### config.mk
export PLATFORM = sky130hd
export DESIGN_NAME = rx_dma_buffer
export DESIGN_NICKNAME = d
export VERILOG_FILES = /design/src/rtl/rx_dma_pkg.sv /design/src/rtl/rx_dma_path.sv /design/src/rtl/rx_dma_ctrl.sv /design/src/rtl/rx_dma_buffer.sv
export SDC_FILE = /design/constraint.sdc
export NUM_CORES = 1
export LEC_CHECK = 0
export BUFFER_PORTS_ARGS = -buffer_cell sky130_fd_sc_hd__buf_2
export CAP_MARGIN = 20
export CORE_MARGIN = 2
export CORE_UTILIZATION = 67
export DETAILED_ROUTE_END_ITERATION = 12
export GPL_TIMING_DRIVEN = 0
export PLACE_DENSITY = 0.91
export SLEW_MARGIN = 20
export SYNTH_ARGS = -nofsm -noshare
export SYNTH_HDL_FRONTEND = slang
export SYNTH_SLANG_ARGS = --single-unit
### constraint.sdc
create_clock -name clk -period 5.3 [get_ports clk]
set_input_delay 0.53 -clock clk [delete_from_list [all_inputs] [get_ports clk]]
set_output_delay 0.53 -clock clk [all_outputs]
set_load 0.005 [all_outputs]
### src/rtl/rx_dma_pkg.sv
package rx_dma_pkg;
  typedef struct packed {
    logic pop;    // retire the head word
    logic flush;  // discard every buffered word
  } ctlStrobes_t;

  typedef enum logic [1:0] {
    ST_IDLE = 2'd0,
    ST_REQ  = 2'd1,
    ST_XFER = 2'd2
  } dmaState_t;
endpackage

### src/rtl/rx_dma_path.sv
module rx_dma_path
  import rx_dma_pkg::*;
#(
  parameter int DEPTH  = 32,
  parameter int DATA_W = 16,
  parameter int IDX_W  = 5,
  parameter int SA_W   = 5,
  localparam int PW    = $clog2(DEPTH),
  localparam int CW    = $clog2(DEPTH + 1),
  localparam int AW    = 2 + SA_W + IDX_W
) (
  input  logic              clk,
  input  logic              rstN,
  input  logic              msgStart,
  input  logic              cmdBcast,
  input  logic              cmdTx,
  input  logic [SA_W-1:0]   cmdSubaddr,
  input  logic              wordValid,
  input  logic [DATA_W-1:0] wordIn,
  input  ctlStrobes_t       ctl,
  output logic [AW-1:0]     headAddr,
  output logic [DATA_W-1:0] headData,
  output logic [CW-1:0]     fifoCount
);
  logic [DATA_W-1:0] dataMem [DEPTH];
  logic [AW-1:0]     addrMem [DEPTH];
  logic [PW-1:0]     wrPtr, rdPtr;
  logic [IDX_W-1:0]  wordIdx;
  logic              latBcast, latTx;
  logic [SA_W-1:0]   latSa;
  logic              push, isFull;

  assign isFull = (fifoCount == CW'(DEPTH));
  assign push   = wordValid && !isFull && !ctl.flush;

  function automatic logic [PW-1:0] nextPtr(input logic [PW-1:0] p);
    return (p == PW'(DEPTH - 1)) ? '0 : p + 1'b1;
  endfunction

  // command fields and word offset for address forming
  always_ff @(posedge clk or negedge rstN) begin
    if (!rstN) begin
      latBcast <= 1'b0;
      latTx    <= 1'b0;
      latSa    <= '0;
      wordIdx  <= '0;
    end else if (msgStart) begin
      latBcast <= cmdBcast;
      latTx    <= cmdTx;
      latSa    <= cmdSubaddr;
      wordIdx  <= '0;
    end else if (wordValid) begin
      wordIdx  <= wordIdx + 1'b1;
    end
  end

  always_ff @(posedge clk) begin
    if (push) begin
      dataMem[wrPtr] <= wordIn;
      addrMem[wrPtr] <= {latBcast, latTx, latSa, wordIdx};
    end
  end

  always_ff @(posedge clk or negedge rstN) begin
    if (!rstN) begin
      wrPtr     <= '0;
      rdPtr     <= '0;
      fifoCount <= '0;
    end else if (ctl.flush) begin
      rdPtr     <= wrPtr;
      fifoCount <= '0;
    end else begin
      if (push)    wrPtr <= nextPtr(wrPtr);
      if (ctl.pop) rdPtr <= nextPtr(rdPtr);
      fifoCount <= fifoCount + CW'(push) - CW'(ctl.pop);
    end
  end

  assign headAddr = addrMem[rdPtr];
  assign headData = dataMem[rdPtr];

  assert_no_overflow_R8: assert property (@(posedge clk) disable iff (!rstN)
    fifoCount <= CW'(DEPTH));
  assert_flush_empties_R5: assert property (@(posedge clk) disable iff (!rstN)
    ctl.flush |=> (fifoCount == '0));
endmodule

### src/rtl/rx_dma_ctrl.sv
module rx_dma_ctrl
  import rx_dma_pkg::*;
#(
  parameter int DEPTH      = 32,
  parameter int GRANT_WAIT = 16,
  localparam int CW        = $clog2(DEPTH + 1),
  localparam int WW        = $clog2(GRANT_WAIT + 1)
) (
  input  logic          clk,
  input  logic          rstN,
  input  logic          burstMode,
  input  logic          msgGood,
  input  logic          msgBad,
  input  logic          busGrant,
  input  logic [CW-1:0] fifoCount,
  output ctlStrobes_t   ctl,
  output logic          busReq,
  output logic          memWr,
  output logic          hsFail
);
  dmaState_t     state;
  logic [1:0]    phase;
  logic [WW-1:0] waitCnt;
  logic          reqExpire, hasData, lastPhase;

  assign hasData   = (fifoCount != '0);
  assign lastPhase = (state == ST_XFER) && (phase == 2'd2);
  assign reqExpire = (state == ST_REQ) && !busGrant && (waitCnt == WW'(GRANT_WAIT - 1));

  always_comb begin
    ctl.pop   = lastPhase || (reqExpire && !burstMode);
    ctl.flush = ((state == ST_IDLE) && burstMode && msgBad) || (reqExpire && burstMode);
  end

  always_ff @(posedge clk or negedge rstN) begin
    if (!rstN) begin
      state   <= ST_IDLE;
      phase   <= '0;
      waitCnt <= '0;
      hsFail  <= 1'b0;
    end else begin
      hsFail <= reqExpire;
      unique case (state)
        ST_IDLE: begin
          waitCnt <= '0;
          if (burstMode ? (msgGood && hasData) : hasData) state <= ST_REQ;
        end
        ST_REQ: begin
          if (busGrant) begin
            state   <= ST_XFER;
            phase   <= '0;
            waitCnt <= '0;
          end else if (reqExpire) begin
            state <= ST_IDLE;
          end else begin
            waitCnt <= waitCnt + 1'b1;
          end
        end
        ST_XFER: begin
          if (phase != 2'd2) begin
            phase <= phase + 1'b1;
          end else begin
            phase <= '0;
            if (!(burstMode && fifoCount > CW'(1))) state <= ST_IDLE;
          end
        end
        default: state <= ST_IDLE;
      endcase
    end
  end

  assign busReq = (state != ST_IDLE);
  assign memWr  = (state == ST_XFER) && (phase == 2'd1);

  assert_wr_single_R6: assert property (@(posedge clk) disable iff (!rstN)
    memWr |=> !memWr);
  assert_wr_under_req_R4: assert property (@(posedge clk) disable iff (!rstN)
    memWr |-> busReq);
  assert_fail_pulse_R9: assert property (@(posedge clk) disable iff (!rstN)
    hsFail |=> !hsFail);
  assert_fail_drops_req_R9: assert property (@(posedge clk) disable iff (!rstN)
    hsFail |-> !busReq);
  assert_req_after_good_R3: assert property (@(posedge clk) disable iff (!rstN)
    (burstMode && $rose(busReq)) |-> $past(msgGood));
endmodule

### src/rtl/rx_dma_buffer.sv
module rx_dma_buffer
  import rx_dma_pkg::*;
#(
  parameter int DEPTH      = 32,
  parameter int DATA_W     = 16,
  parameter int GRANT_WAIT = 16,
  localparam int CW        = $clog2(DEPTH + 1)
) (
  input  logic              clk,
  input  logic              rstN,
  input  logic              burstMode,
  input  logic              msgStart,
  input  logic              cmdBcast,
  input  logic              cmdTx,
  input  logic [4:0]        cmdSubaddr,
  input  logic              wordValid,
  input  logic [DATA_W-1:0] wordIn,
  input  logic              msgGood,
  input  logic              msgBad,
  output logic              busReq,
  input  logic              busGrant,
  output logic              memWr,
  output logic [11:0]       memAddr,
  output logic [DATA_W-1:0] memData,
  output logic              hsFail
);
  ctlStrobes_t   ctl;
  logic [CW-1:0] fifoCount;

  rx_dma_ctrl #(.DEPTH(DEPTH), .GRANT_WAIT(GRANT_WAIT)) u_ctrl (
    .clk(clk), .rstN(rstN), .burstMode(burstMode), .msgGood(msgGood),
    .msgBad(msgBad), .busGrant(busGrant), .fifoCount(fifoCount),
    .ctl(ctl), .busReq(busReq), .memWr(memWr), .hsFail(hsFail)
  );

  rx_dma_path #(.DEPTH(DEPTH), .DATA_W(DATA_W), .IDX_W(5), .SA_W(5)) u_path (
    .clk(clk), .rstN(rstN), .msgStart(msgStart), .cmdBcast(cmdBcast),
    .cmdTx(cmdTx), .cmdSubaddr(cmdSubaddr), .wordValid(wordValid),
    .wordIn(wordIn), .ctl(ctl), .headAddr(memAddr), .headData(memData),
    .fifoCount(fifoCount)
  );
endmodule

# == Word level (Yosys, flattened, before mapping) ==
# Memory sizes are Yosys's and may differ from the RTL's.
# Index checks and enable logic that the tools add are counted.
# totals
register_bits,38
latch_bits,0
ram_bits,896
mem_bits_ro,0
input_bits,31
output_inout_bits,31
word_cells,88
n_memories,2
# mem_list
name,words,width,rd,rd_ports_with_merged_regs,write_ports,line_no,source
u_path.dataMem,32,16,1,0,1,rx_dma_path.sv:25,logic [DATA_W-1:0] dataMem [DEPTH];
u_path.addrMem,32,12,1,0,1,rx_dma_path.sv:26,logic [AW-1:0] addrMem [DEPTH];
# classes
add_sub_neg,7
mul,0
n_div,0
order_cmp,1
n_eq_ne,15
shift,0
mux,22
bitwise_logic,1
reduce_logical,29
# op_table
cell,n
2-to-1 mux 5 bit,8
"adder 5 x 1 -> 5 bit, second input constant",4
2-to-1 mux 2 bit,7
logical AND 1 bit,12
"== test 5 bit, second input constant",2
"!= test 2 bit, second input constant",5
case mux 5 bit (2 select lines),1
nonzero test 2 bit,5
adder 6 x 1 -> 6 bit,1
"== test 6 bit, second input constant",1
"> comparator 6 x 1 -> 1 bit, second input constant",1
2-to-1 mux 6 bit,1
case mux 2 bit (3 select lines),1
AND reduction 2 bit,3
nonzero test 6 bit,1
subtractor 6 x 1 -> 6 bit,1
"== test 5 x 4 -> 1 bit, second input constant",1
"== test 2 x 1 -> 1 bit, second input constant",2
"== test 2 bit, second input constant",2
zero test 1 bit,4
case mux 2 bit (2 select lines),1
AND reduction 4 bit,1
2-to-1 mux 1 bit,3
"!= test 3 x 2 -> 1 bit, second input constant",1
5 further kinds,6

# == Depth between registers and ports, before layout ==
# Gate-level depths: netlist (run 1).
# logic_depth
ltp_word,10
mapped_depth,13

# == Hierarchy ==
# Synthesis (run 1) repeated with hierarchy kept, for this count alone.
# unflattened
cells_unflattened,1717
hier_area_um2,36197.2
# modules_own_cells
mod,instances,cells_each,area_each_um2,seq_area_each_um2
rx_dma_path,1,1656,35612.9,27606.5
rx_dma_ctrl,1,61,584.3,250.2

# == Least setup slack after synthesis (run 1) ==
# OpenSTA, ideal clock, no wires.
# synth_path
kind,register to register
start,register u_ctrl.waitCnt[0]
end,memory u_path.addrMem[14][0] (netlist name) (enable)
setup_time_ns,0.413
arrival_time_ns,3.003
required_time_ns,4.887
slack_ns,1.884
path_stages_with_launch,9
path_buffers,1
cell_sequence,dfrtp_1 > ha_1 > and3_1 > ha_1 > and3b_1 > o21ai_1 > buf_2 > nand3_1 > nor2_1
# synth_via
elab_chain_cells,8
# synth_rtl
item,line_no,source
from (decl),rx_dma_ctrl.sv:23,logic [WW-1:0] waitCnt;
from (signal assigned),rx_dma_ctrl.sv:56,waitCnt <= waitCnt + 1'b1;
== test 5 x 4 -> 1 bit,rx_dma_ctrl.sv:28,assign reqExpire = (state == ST_REQ) && !busGrant && (waitCnt == WW'(GRANT_WAIT - 1));
logical AND 1 bit,rx_dma_ctrl.sv:28,
logical AND 1 bit,rx_dma_ctrl.sv:32,ctl.flush = ((state == ST_IDLE) && burstMode && msgBad) || (reqExpire && burstMode);
logical OR 1 bit,rx_dma_ctrl.sv:32,
zero test 1 bit,rx_dma_path.sv:34,assign push = wordValid && !isFull && !ctl.flush;
logical AND 1 bit,rx_dma_path.sv:34,
2-to-1 mux 1 bit,rx_dma_path.sv:58,if (push) begin
2-to-1 mux 1 bit (not written as such),rx_dma_path.sv:60,"addrMem[wrPtr] <= {latBcast, latTx, latSa, wordIdx};"
to (decl),rx_dma_path.sv:26,
# Every way passes these cells.

# == Worst setup path in the final report (run 1) ==
# layout_path
start,register u_path.rdPtr[2]
end,output memAddr[0]
# layout_via
elab_chain_cells,1
# layout_rtl
item,line_no,source
from (decl),rx_dma_path.sv:27,"logic [PW-1:0] wrPtr, rdPtr;"
from (signal assigned),rx_dma_path.sv:70,rdPtr <= wrPtr;
from (signal assigned),rx_dma_path.sv:74,if (ctl.pop) rdPtr <= nextPtr(rdPtr);
memory (32 x 12 bit),--,
to (decl),rx_dma_buffer.sv:23,"output logic [11:0] memAddr,"
# Every way passes these cells.

==> results.ini, run 1 <==
[outcome]
status=complete, no violations

[synth]
synth-async-reset-ratio_pct=4.07
synth_cell_types=56
synth_top_cell_area_share_pct=74.4
yosys_warnings=0
synth_enable_flop_cells=896
ys_ff_latch=934
synth_top_area_cell=edfxtp_1
syn_nets=1776
yosysSeqAreaShare_pct=77.0
syn_area_per_cell_sq_um=21.0
netlist_top_cells_area=edfxtp_1 74%, mux4_2 10%, mux2i_1 3.2%
syn_area_sq_um=36200
synthCells=1725
synth_top_flop_cell=edfxtp_1

[die]
initial_core_util_pct=67.5
die_y_um=236
dieArea_sq_um=55900
coreArea_sq_um=53600
row_count=85
top_level_ports=62
die_x_um=236

[power]
power.total_mw=22.1
leakagePower_nw=13.6
ir_worst_vdd_mv=0.402
p_per_area_nw_per_um2=537

[finish]
multi_input_area_sq_um=7990
stdcell_area_sq_um=41100
ff_latch_area_sq_um=27900
fin_cells=2674
fin_nets=1962
nFillCells=2452
layout-drive-gt1-share_pct=25.5
area_delta_synth_final_pct=13.7

[critical_path]
reg2reg_slack_ps=1030
cp.arrival_ps=4290
r2r_start=u_ctrl.waitCnt[0]
path_class=reg2out
crit_fanout=10
end_kind=output pin
crit_path_start_kind=register
crit_required_ps=4770
reg2reg_depth=9
timing.rr.end=u_path.dataMem[3][4]

[clocking]
ctsHoldBuffers=0
path_clk_slew_ps=70
insertion_delay_ps=660
numCtsBuffers=87
cts_root_buf=clkbuf_16
clock-sinks=934
cts_buffer_depth=3
htreeDepth=3
cts_resized=0
post_cts_buffers=0
cts_tree=done

[place]
dpl_cell_area_sq_um=38400
portBuffers=60
gp_congestion=0.883
dp_hpwl_um=59100
placed_cells=2514

[sta]
max_slew.worst_pin.slew_ps=1240
period_share_pct=90.9
max_freq_mhz=208
setup_viol=0
finalClockSkew_ps=28.1
setup-tns-final_ps=0
maxSlewViolCount=0
finalCriticalPeriod_ps=4820
hold_ws_ps=36.6
slew_headroom_pct=15.1
hold_violations=0
rsz0062_at_grt=no

[grt]
grt-ovfl-total=0
grt_util_all_layers_pct=39.6
grt_pass1_vias=21200
grt_max_degree=39
grt_pass1_wl_um=154000
antenna_found_initial=2

[routing]
vias=21200
drtIter0Drc=4070
ant_nets=0
viasPerCell=7.93
drc=0
finalWirelength_um=109000
drt_pre_antenna_iters=7
post_drt_wl_per_cell_um=40.6

[job]
max-cap-violations=0

[worst_hold_path]
hold_path.class=in2async

## worst max-delay path by stage
| stage | startpoint | endpoint | slack (ps) | cells after the start |
|---|---|---|---|---|
| floorplan | u_ctrl.waitCnt[0] | u_path.addrMem[14][0] | 1880 | 8 |
| global placement | u_ctrl.waitCnt[0] | u_path.dataMem[7][4] | 180 | 8 |
| detailed placement | u_ctrl.waitCnt[0] | u_path.dataMem[19][10] | 1310 | 9 |
| CTS | u_path.rdPtr[2] | memAddr[9] | 470 | 7 |
| global route | u_path.rdPtr[1] | memAddr[2] | 620 | 8 |
| finish | u_path.rdPtr[2] | memAddr[0] | 480 | 7 |
## layer usage
layer	up-vias	routed length (um)	global-route usage (%)
met5	-	0	0
met4	0	9160	24.8
met3	603	15600	11.0
met2	2599	50900	62.3
met1	10400	33000	49.6
li1	7597	-	-
## cell usage in the layout (no fill, tap or decap), drive strengths merged, types with 3 or more instances in the layout
| master | Yosys | layout |
|---|---|---|
| xnor2 | 4 | 4 |
| nand2b | 11 | 11 |
| a22oi | 28 | 28 |
| nor3 | 3 | 3 |
| nand3b | 4 | 4 |
| and3 | 3 | 3 |
| nor2 | 54 | 54 |
| nor2b | 5 | 5 |
| edfxtp | 896 | 896 |
| clkinv | 0 | 32 |
| clkbuf | 40 | 154 |
| mux2 | 8 | 8 |
| bufinv | 0 | 5 |
| dfrtp | 38 | 38 |
| a2111oi | 27 | 27 |
| nand3 | 9 | 9 |
| ha | 19 | 19 |
| inv | 15 | 18 |
| a31oi | 8 | 8 |
| a21oi | 61 | 61 |
| a22o | 30 | 30 |
| a21o | 4 | 4 |
| o221ai | 28 | 28 |
| buf | 57 | 151 |
| o22ai | 28 | 28 |
| o21ai | 12 | 12 |
| xor2 | 3 | 3 |
| mux2i | 116 | 116 |
| mux4 | 168 | 168 |
| nand2 | 17 | 17 |
| and2 | 3 | 3 |
## stage by stage
stage	utilization [%]	setup WS, ps
2_1_floorplan	-	1880
3_3_place_gp	69.7	179
3_5_place_dp	71.6	1310
4_1_cts	76.6	467
5_1_grt	76.8	617
6_report	76.8	483
## worst max-delay path, cell delays in order (launching register included)
cell	delay, ps
dfrtp_1	340
buf_2	210
buf_2	400
buf_1	740
mux4_2	410
a2111oi_0	1090
a21oi_1	220
buf_2	220
## report_power, final
group	internal [mW]	switching (mW)
logic	2.64	4.46
registers	8.58	0.289
clock network	3.32	2.81
total	14.6	7.56
## flip-flops by register name, summed over array words and instances (netlist names)
name,count
u_path.wrPtr,5
u_path.latBcast,1
u_path.latSa,5
u_ctrl.waitCnt,5
u_path.addrMem,384
u_path.fifoCount,6
u_path.rdPtr,5
u_ctrl.hsFail,1
u_ctrl.phase,2
u_ctrl.state,2
u_path.dataMem,512
u_path.wordIdx,5
u_path.latTx,1
## synth_stat cells (4+ instances only)
cell and number:
a31oi_1 8, xnor2_1 4, o21ai_0 11, a21o_1 4, mux2i_1 116, nand2_1 17, buf_1 11, inv_1 15
nand3_1 9, dfrtp_1 38, o221ai_1 28, buf_2 21, nand2b_1 11, a2111oi_2 14, nor2b_1 5, nand3b_1 4
ha_1 19, a22o_1 30, buf_4 12, clkbuf_1 40, mux4_2 168, mux2_2 7, a2111oi_1 9, nor2_1 54
a2111oi_0 4, a21oi_1 61, o22ai_1 28, buf_6 11, edfxtp_1 896, a22oi_1 28
## final cells by class
class,count,share of cell area [%]
clock inverter,42,0.927
antenna,2,0.0122
timing repair buffer,97,2.75
multi-input combinational,679,19.4
clock buffer,112,5.59
inverter,15,0.137
sequential,934,67.7
buffer,97,1.33
tap,696,2.12
## cells by family after synthesis
group           after synthesis  share of synthesized area (%)
mux                         292                           13.9
buf+inv                     112                           1.66
simple gates                124                           1.68
flops                       934                           77.0
fa+ha+maj                    20                          0.712
xor+xnor                      7                          0.169
compound gates              236                           4.85
(Power assumes the default switching activity.)
==> run 2, diff against run 1 <==
--- a/config.mk
+++ b/config.mk
@@ -7,7 +7,6 @@
 export LEC_CHECK = 0
 export BUFFER_PORTS_ARGS = -buffer_cell sky130_fd_sc_hd__buf_2
 export CAP_MARGIN = 20
-export CORE_MARGIN = 2
 export CORE_UTILIZATION = 67
 export DETAILED_ROUTE_END_ITERATION = 12
 export GPL_TIMING_DRIVEN = 0
==> results.ini, run 2 (synthesized netlist as in run 1, its figures left out) <==
[outcome]
status=complete, no violations

[clocking]
cts_buffer_depth=3  ; unchanged
path_clk_slew_ps=70  ; about the same
insertion_delay_ps=660  ; about the same
numCtsBuffers=88  ; +1.1%
cts_root_buf=clkbuf_16
htreeDepth=3  ; unchanged
clock-sinks=934  ; unchanged
cts_resized=0  ; unchanged
post_cts_buffers=0  ; unchanged
cts_tree=done
ctsHoldBuffers=0  ; unchanged

[routing]
drt_pre_antenna_iters=6  ; -1
drtIter0Drc=3618  ; -11%
post_drt_wl_per_cell_um=39.5  ; -2.8%
finalWirelength_um=106000  ; -2.8%
vias=20900  ; -1.4%
ant_nets=0  ; unchanged
viasPerCell=7.82  ; -1.4%
drc=0  ; unchanged

[critical_path]
slowest_stage=a2111oi_1
r2r_start=u_ctrl.waitCnt[0]
crit_path_start_kind=register
crit_start=u_path.rdPtr[2]
crit_fanout=10  ; unchanged
crit_required_ps=4770  ; about the same
path_common_cell=buf_2
crit_family=compound AO/OA/AOI/OAI gates
path_class=reg2out
slowest_delay_ps=1100  ; about the same
critPathCapture=memAddr[9]
timing.rr.end=u_path.dataMem[19][10]
reg2reg_depth=9  ; unchanged
end_kind=output pin
cp.arrival_ps=4280  ; about the same
reg2reg_slack_ps=1310  ; +280 ps
path_depth=8  ; +1
worstPathCellList=buf_2 -> buf_6 -> nand3_1 -> clkbuf_1 -> o22ai_1 -> a2111oi_1 -> a21oi_1 -> buf_2
crit_buf_inv=4  ; unchanged

[finish]
layout-drive-gt1-share_pct=25.3  ; -0.19 points
largest_reg_flops=512  ; unchanged
final_common_cell=edfxtp_1
stdcell_area_sq_um=41300  ; +0.35%
top_register=u_path.dataMem
layout_common_cells=896 x edfxtp_1, 168 x mux4_2, 116 x mux2i_1
fin_cells=2672  ; -0.075%
area_delta_synth_final_pct=14.1
fin_nets=1962  ; unchanged
reg_top3=u_path.dataMem x512, u_path.addrMem x384, u_path.fifoCount x6

[sta]
finalClockSkew_ps=30.7  ; +2.58 ps
max_freq_mhz=208  ; about the same
hold_ws_ps=31.9  ; -4.77 ps
finalCriticalPeriod_ps=4810  ; -2.71 ps
period_share_pct=90.8  ; about the same
max_slew.worst_pin.slew_ps=1240  ; +3.29 ps
maxSlewViolCount=0  ; unchanged
hold_violations=0  ; unchanged
setup-tns-final_ps=0  ; unchanged
setup_viol=0  ; unchanged
rsz0062_at_grt=no
slew_headroom_pct=16.8  ; +1.7 points

[die]
top_level_ports=62  ; unchanged
coreArea_sq_um=53000  ; -1.2%
row_count=84  ; -1.2%
initial_core_util_pct=68.3  ; +0.80 points
die_y_um=234  ; -0.85%
die_x_um=234  ; -0.85%
dieArea_sq_um=54900  ; -1.7%

[power]
power.total_mw=22.3  ; +0.99%
leakagePower_nw=13.6  ; +0.54%
p_per_area_nw_per_um2=541  ; +0.64%
ir_worst_vdd_mv=0.452  ; +12%

[place]
dp_hpwl_um=58700  ; -0.64%
placed_cells=2505  ; -0.36%
gp_congestion=0.874  ; -1.1%
dpl_cell_area_sq_um=38400  ; about the same
portBuffers=60  ; unchanged

[grt]
grt_util_all_layers_pct=39.8  ; +0.11 points
antenna_found_initial=4  ; +2
grt_max_degree=39  ; unchanged
grt_pass1_vias=21100  ; -0.54%
grt-ovfl-total=0  ; unchanged
grt_pass1_wl_um=149000  ; -3.4%

[worst_hold_path]
hold_path.class=in2async

[job]
max-cap-violations=0  ; unchanged

run 2: area by class of cell:
class                      instances  area [sq um]
multi-input combinational        679          7980
clock inverter                    54           549
sequential                       934         27900
fill                            2374         11700
antenna                            1          2.50
clock buffer                     108          2320
tap                              688           861
inverter                          15          56.3
timing repair buffer              96          1110
buffer                            97           546
run 2: through the flow:
step	setup slack [ps]	utilization, %
after floorplan	1880	-
after global placement	337	70.5
after detailed placement	1360	72.4
after CTS	587	77.8
after global routing	506	78.0
final	486	78.0
run 2: worst min path at each step:
| stage | startpoint | endpoint | cells after the start |
|---|---|---|---|
| after detailed placement | u_ctrl.waitCnt[4] | u_ctrl.waitCnt[4] | 1 |
| final | rstN | u_path.rdPtr[0] | 1 |
| after floorplan | rstN | u_ctrl.hsFail | 0 |
| after global placement | u_ctrl.waitCnt[4] | u_ctrl.waitCnt[4] | 1 |
| after CTS | rstN | u_path.rdPtr[0] | 1 |
| after global routing | rstN | u_path.rdPtr[0] | 1 |
run 2: routing by layer:
layer | global-route usage, % | routed length, um
met2 | 64.0 | 51100
met4 | 24.1 | 8110
met3 | 10.9 | 13700
met1 | 48.5 | 32600
met5 | 0 | 21
run 2: report_power, final:
group | switching (mW) | total (mW) | leakage, nW | internal (mW)
combinational | 4.38 | 7.01 | 3.65 | 2.63
clock | 2.80 | 6.46 | 1.40 | 3.65
sequential | 0.282 | 8.87 | 8.58 | 8.58
total | 7.46 | 22.3 | 13.6 | 14.9
